==> config.mk <==
export PLATFORM = sky130hd
export DESIGN_NAME = hart_status_csr
export DESIGN_NICKNAME = d
export VERILOG_FILES = /design/src/rtl/hart_status_csr.sv
export SDC_FILE = /design/constraint.sdc
export NUM_CORES = 1
export LEC_CHECK = 0
export ABC_AREA = 1
export BUFFER_PORTS_ARGS = -buffer_cell sky130_fd_sc_hd__buf_2
export CELL_PAD_IN_SITES_DETAIL_PLACEMENT = 1
export CELL_PAD_IN_SITES_GLOBAL_PLACEMENT = 2
export CORE_AREA = 4 4 105 107
export DETAILED_ROUTE_END_ITERATION = 8
export DIE_AREA = 0 0 109 111
export PLACE_DENSITY = 0.72
export SLEW_MARGIN = 10
export SYNTH_ARGS = -nofsm -noshare
export SYNTH_HDL_FRONTEND = slang
export SYNTH_SLANG_ARGS = --single-unit
==> constraint.sdc <==
create_clock -name clk -period 1.1 [get_ports clk]
set_input_delay 0.11 -clock clk [delete_from_list [all_inputs] [get_ports clk]]
set_output_delay 0.11 -clock clk [all_outputs]
set_load 0.05 [all_outputs]
==> src/rtl/hart_status_csr.sv <==
module hart_status_csr #(
  parameter int DW = 64
) (
  input  logic          clk,
  input  logic          rst_n,
  input  logic [1:0]    mxl_i,
  input  logic          wr_en_i,
  input  logic          wr_sup_i,
  input  logic [DW-1:0] wr_data_i,
  input  logic          rd_sup_i,
  output logic [DW-1:0] rd_data_o,
  output logic          flush_o,
  output logic [1:0]    eff_xl_o
);
  localparam logic [1:0] XL32 = 2'd1;
  localparam int HW = DW / 2;

  localparam logic [DW-1:0] F_SIE  = DW'(1) << 1;
  localparam logic [DW-1:0] F_MIE  = DW'(1) << 3;
  localparam logic [DW-1:0] F_SPIE = DW'(1) << 5;
  localparam logic [DW-1:0] F_MPIE = DW'(1) << 7;
  localparam logic [DW-1:0] F_SPP  = DW'(1) << 8;
  localparam logic [DW-1:0] F_VS   = DW'(3) << 9;
  localparam logic [DW-1:0] F_MPP  = DW'(3) << 11;
  localparam logic [DW-1:0] F_FS   = DW'(3) << 13;
  localparam logic [DW-1:0] F_XS   = DW'(3) << 15;
  localparam logic [DW-1:0] F_MPRV = DW'(1) << 17;
  localparam logic [DW-1:0] F_SUM  = DW'(1) << 18;
  localparam logic [DW-1:0] F_MXR  = DW'(1) << 19;
  localparam logic [DW-1:0] F_TVM  = DW'(1) << 20;
  localparam logic [DW-1:0] F_TW   = DW'(1) << 21;
  localparam logic [DW-1:0] F_TSR  = DW'(1) << 22;
  localparam logic [DW-1:0] F_UXL  = DW'(3) << 32;
  localparam logic [DW-1:0] F_GVA  = DW'(1) << 38;
  localparam logic [DW-1:0] F_MPV  = DW'(1) << 39;

  localparam logic [DW-1:0] M_BASE = F_SIE | F_MIE | F_SPIE | F_MPIE | F_SPP | F_MPP |
                                     F_VS | F_FS | F_MPRV | F_SUM | F_MXR | F_TVM |
                                     F_TW | F_TSR;
  localparam logic [DW-1:0] S_BASE = F_SIE | F_SPIE | F_SPP | F_VS | F_FS | F_XS |
                                     F_SUM | F_MXR;
  localparam logic [DW-1:0] F_FLUSH = F_MXR | F_MPP | F_MPV;

  logic [DW-1:0] stat_q;
  logic [1:0]    eff_q;
  logic          flush_q;

  logic [DW-1:0] s_mask, m_mask, src, nxt, view;
  logic [1:0]    nxt_eff;
  logic          sd;

  assign s_mask = S_BASE | ((eff_q != XL32) ? F_UXL : '0);
  assign src    = wr_sup_i ? ((stat_q & ~s_mask) | (wr_data_i & s_mask)) : wr_data_i;

  always_comb begin
    m_mask = M_BASE;
    if (mxl_i != XL32) begin
      m_mask = m_mask | F_MPV | F_GVA;
      if ((src & F_UXL) != '0) m_mask = m_mask | F_UXL;
    end
    nxt = (stat_q & ~m_mask) | (src & m_mask);
    if (mxl_i > XL32) nxt[35:34] = mxl_i;
    nxt_eff = (mxl_i == XL32) ? XL32 : nxt[33:32];
  end

  always_ff @(posedge clk) begin
    if (!rst_n) begin
      stat_q         <= '0;
      stat_q[33:32]  <= mxl_i;
      stat_q[35:34]  <= mxl_i;
      eff_q          <= mxl_i;
      flush_q        <= 1'b0;
    end else begin
      flush_q <= wr_en_i && (((stat_q ^ src) & F_FLUSH) != '0);
      if (wr_en_i) begin
        stat_q <= nxt;
        eff_q  <= nxt_eff;
      end
    end
  end

  assign view = rd_sup_i ? (stat_q & s_mask) : stat_q;
  assign sd   = (&stat_q[14:13]) | (&stat_q[10:9]) | (&stat_q[16:15]);
  assign rd_data_o = (mxl_i == XL32) ? {{HW{1'b0}}, sd, view[HW-2:0]}
                                     : {sd, view[DW-2:0]};
  assign flush_o  = flush_q;
  assign eff_xl_o = eff_q;
endmodule

==> key figures <==
Synthesis
  • Largest cells by area after synthesis: dfxtp_1, buf_4, edfxtp_1, nand2_1, inv_1
  • Cell Area, Synth: 1590 µm²
  • Synth Register Bits: 26
  • FFs w/ async S/R, synth: 0%
  • Syn Area/Cell: 7.62 µm²
  • Synth Instances: 209
  • Number of synthesized flops with an enable pin: 6
  • Post-synth top cells: buf_4, nand2_1, inv_1
  • Count leader, synth: buf_4
  • Yosys cell types: 25
  • Top cell type by total area after synthesis: dfxtp_1
  • Ys Warns: 0
  • Synth top area share: 25.1%
  • Post-synthesis sequential area ratio: 36.4%
  • Top FF cell, synth: dfxtp_1

Power and ir drop
  • Power Dens Cells: 1270 nW/µm²
  • Maximum vdd ir drop: 0.374 mV
  • Total leakage power: 1.10 nW

Clock network
  • CTS sink count: 26
  • Worst-path clk slew: 90 ps
  • CTS root buf: clkbuf_8
  • CTS tree: yes
  • Hold_buf cts: 0
  • CTS Buf Count: 3
  • H-tree depth: 1
  • Clk_lat worst skew: 270 ps
  • Clock buffer depth: 2

Timing
  • Hold slack: 32.8 ps
  • Unrepaired setup endpoints after global routing: yes
  • Fin crit share: 121%
  • Final-report setup violation count: 11
  • Slew Viols, Final: 0
  • Fin crit period: 1340 ps
  • Final Skew: 0.760 ps
  • Peak Freq: 0.749 GHz
  • Hold Fails Final Rpt: 0
  • Setup WS post-layout: -235 ps

Worst hold path
  • Worst hold path class: in2reg

Run status
  • Status: finished with violations
  • Failing checks: setup timing

Worst setup path
  • Worst setup EP type: register
  • Setup crit start kind: register
  • Critical path type: reg2reg
  • Worst Path Max Fanout: 3
  • Critical Path, Cell by Cell: inv_2 -> buf_6 -> nand3_4 -> nand2_2 -> nand3_2 -> nand2_1 -> nand2_2 -> nand2_1 -> nand2_1
  • CP most frequent cell: nand2_1
  • Slowest stage delay, CP: 420 ps
  • Worst EP required: 1140 ps
  • Critical path arrival: 1380 ps
  • Worst path slowest cell: edfxtp_1

Drt
  • # DRC: 0
  • ANT nets after route: 0
  • 1st-pass router iterations: 4
  • Vias/cell: 3.39
  • DRT iter0 DRCs: 39
  • Drt wl/cell: 10.6 µm
  • Final wirelength: 4370 µm
  • Vias: 1,396

Floorplanning
  • Cell Rows: 37
  • Boundary Pins: 138
  • Die height: 111 µm
  • Die Area: 12,100 µm²
  • Die X: 109 µm
  • Initial core utilization: 15.7%
  • Core box area: 10,100 µm²

Global routing
  • GRT Util Overall: 6.99%
  • First-pass GRT wire length: 6640 µm
  • Vias in the first global route: 1,389
  • Initial antenna violation count: 1
  • Largest net degree at the start of global routing: 16
  • GR Overflow Total: 0

Cells and area
  • Fin nets: 348
  • Antenna cells: 0
  • Post-layout util: 22.8%
  • Synthesis-to-layout area growth: 45.4%
  • Share of cells above drive strength 1: 48.9%

Placement
  • RD Place Congestion: 0.695
  • Port Buffers: 55
  • Hpwl dp: 3490 µm
  • Dpl ws: -146 ps

Run
  • Max Cap Viol: 0
## area by class of cell
class | count | area (µm²)
Inverter | 31 | 116
Clock buffer | 4 | 66.3
Tap cell | 136 | 170
Sequential cell | 26 | 594
Fill cell | 1223 | 7820
Multi-Input combinational cell | 138 | 783
Timing Repair Buffer | 77 | 586
## path summary, 6_finish.rpt
path	startpoint	endpoint	slack [ps]	cells after the start
worst max-delay path	eff_xl_o[1]	eff_xl_o[1]	-240	9
worst min-delay path	wr_data_i[13]	stat_q[13]	30	3
worst max register to register	eff_xl_o[1]	eff_xl_o[1]	-240	9
worst min register to register	register	register	470	2
## metrics by stage
step,power (mW),instances,cell area [µm²],TNS [ps]
floorplan,1.97,247,1790,-2170
global placement,2.05,401,1970,-663
detailed placement,2.06,401,1970,-770
CTS,2.95,410,2210,-2010
global route,3.10,412,2320,-3020
finish,2.93,412,2320,-1850
## layout by cell type, fill, tap and decap left out, types with 4 or more instances in the layout
master,n
nor2_1,8
nor2_2,9
nand2_2,5
dfxtp_1,9
o21ai_0,13
edfxtp_1,6
nor2_4,5
nand3_1,4
inv_1,17
buf_6,16
conb_1,39
inv_2,14
buf_2,35
buf_4,22
a21oi_1,10
nand2_1,24
dfxtp_2,11
a22o_1,5
## logic make-up after synthesis
kind of cell,Yosys count,synth area share (%)
AO/OA/AOI/OAI,33,12.3
AND/OR/NAND/NOR,64,18.5
flip-flops,26,36.4
XOR/XNOR,2,1.10
buffers and inverters,83,31.5
other,1,0.235
## critical path: cells and delay by family, from the launching register on
kind,cells,cell delay [ps]
DFF,1,420
buffers and inverters,2,210
and+or+nand+nor,7,470
## layer usage
metal	global-route usage, %	vias up	wire length, µm
met5	0	-	7
met4	2.27	2	49
met3	2.04	6	406
met2	11.9	60	2080
met1	8.32	626	1820
li1	-	702	-
## timing repair
| item | 4_1_cts | 5_1_grt |
|---|---|---|
| buffers inserted | 5 | 3 |
| setup endpoints to repair | 22 | 23 |
| gates resized for setup | 49 | 35 |
| pin swaps | 12 | 12 |
## report_power, final
part / internal (mW) / total, mW / leakage (nW) / switching (mW)
logic: 0.312 / 1.10 / 0.840 / 0.786
clock network: 0.397 / 0.743 / 0.0339 / 0.346
registers: 1.06 / 1.09 / 0.231 / 0.0363
(Power assumes the default switching activity.)
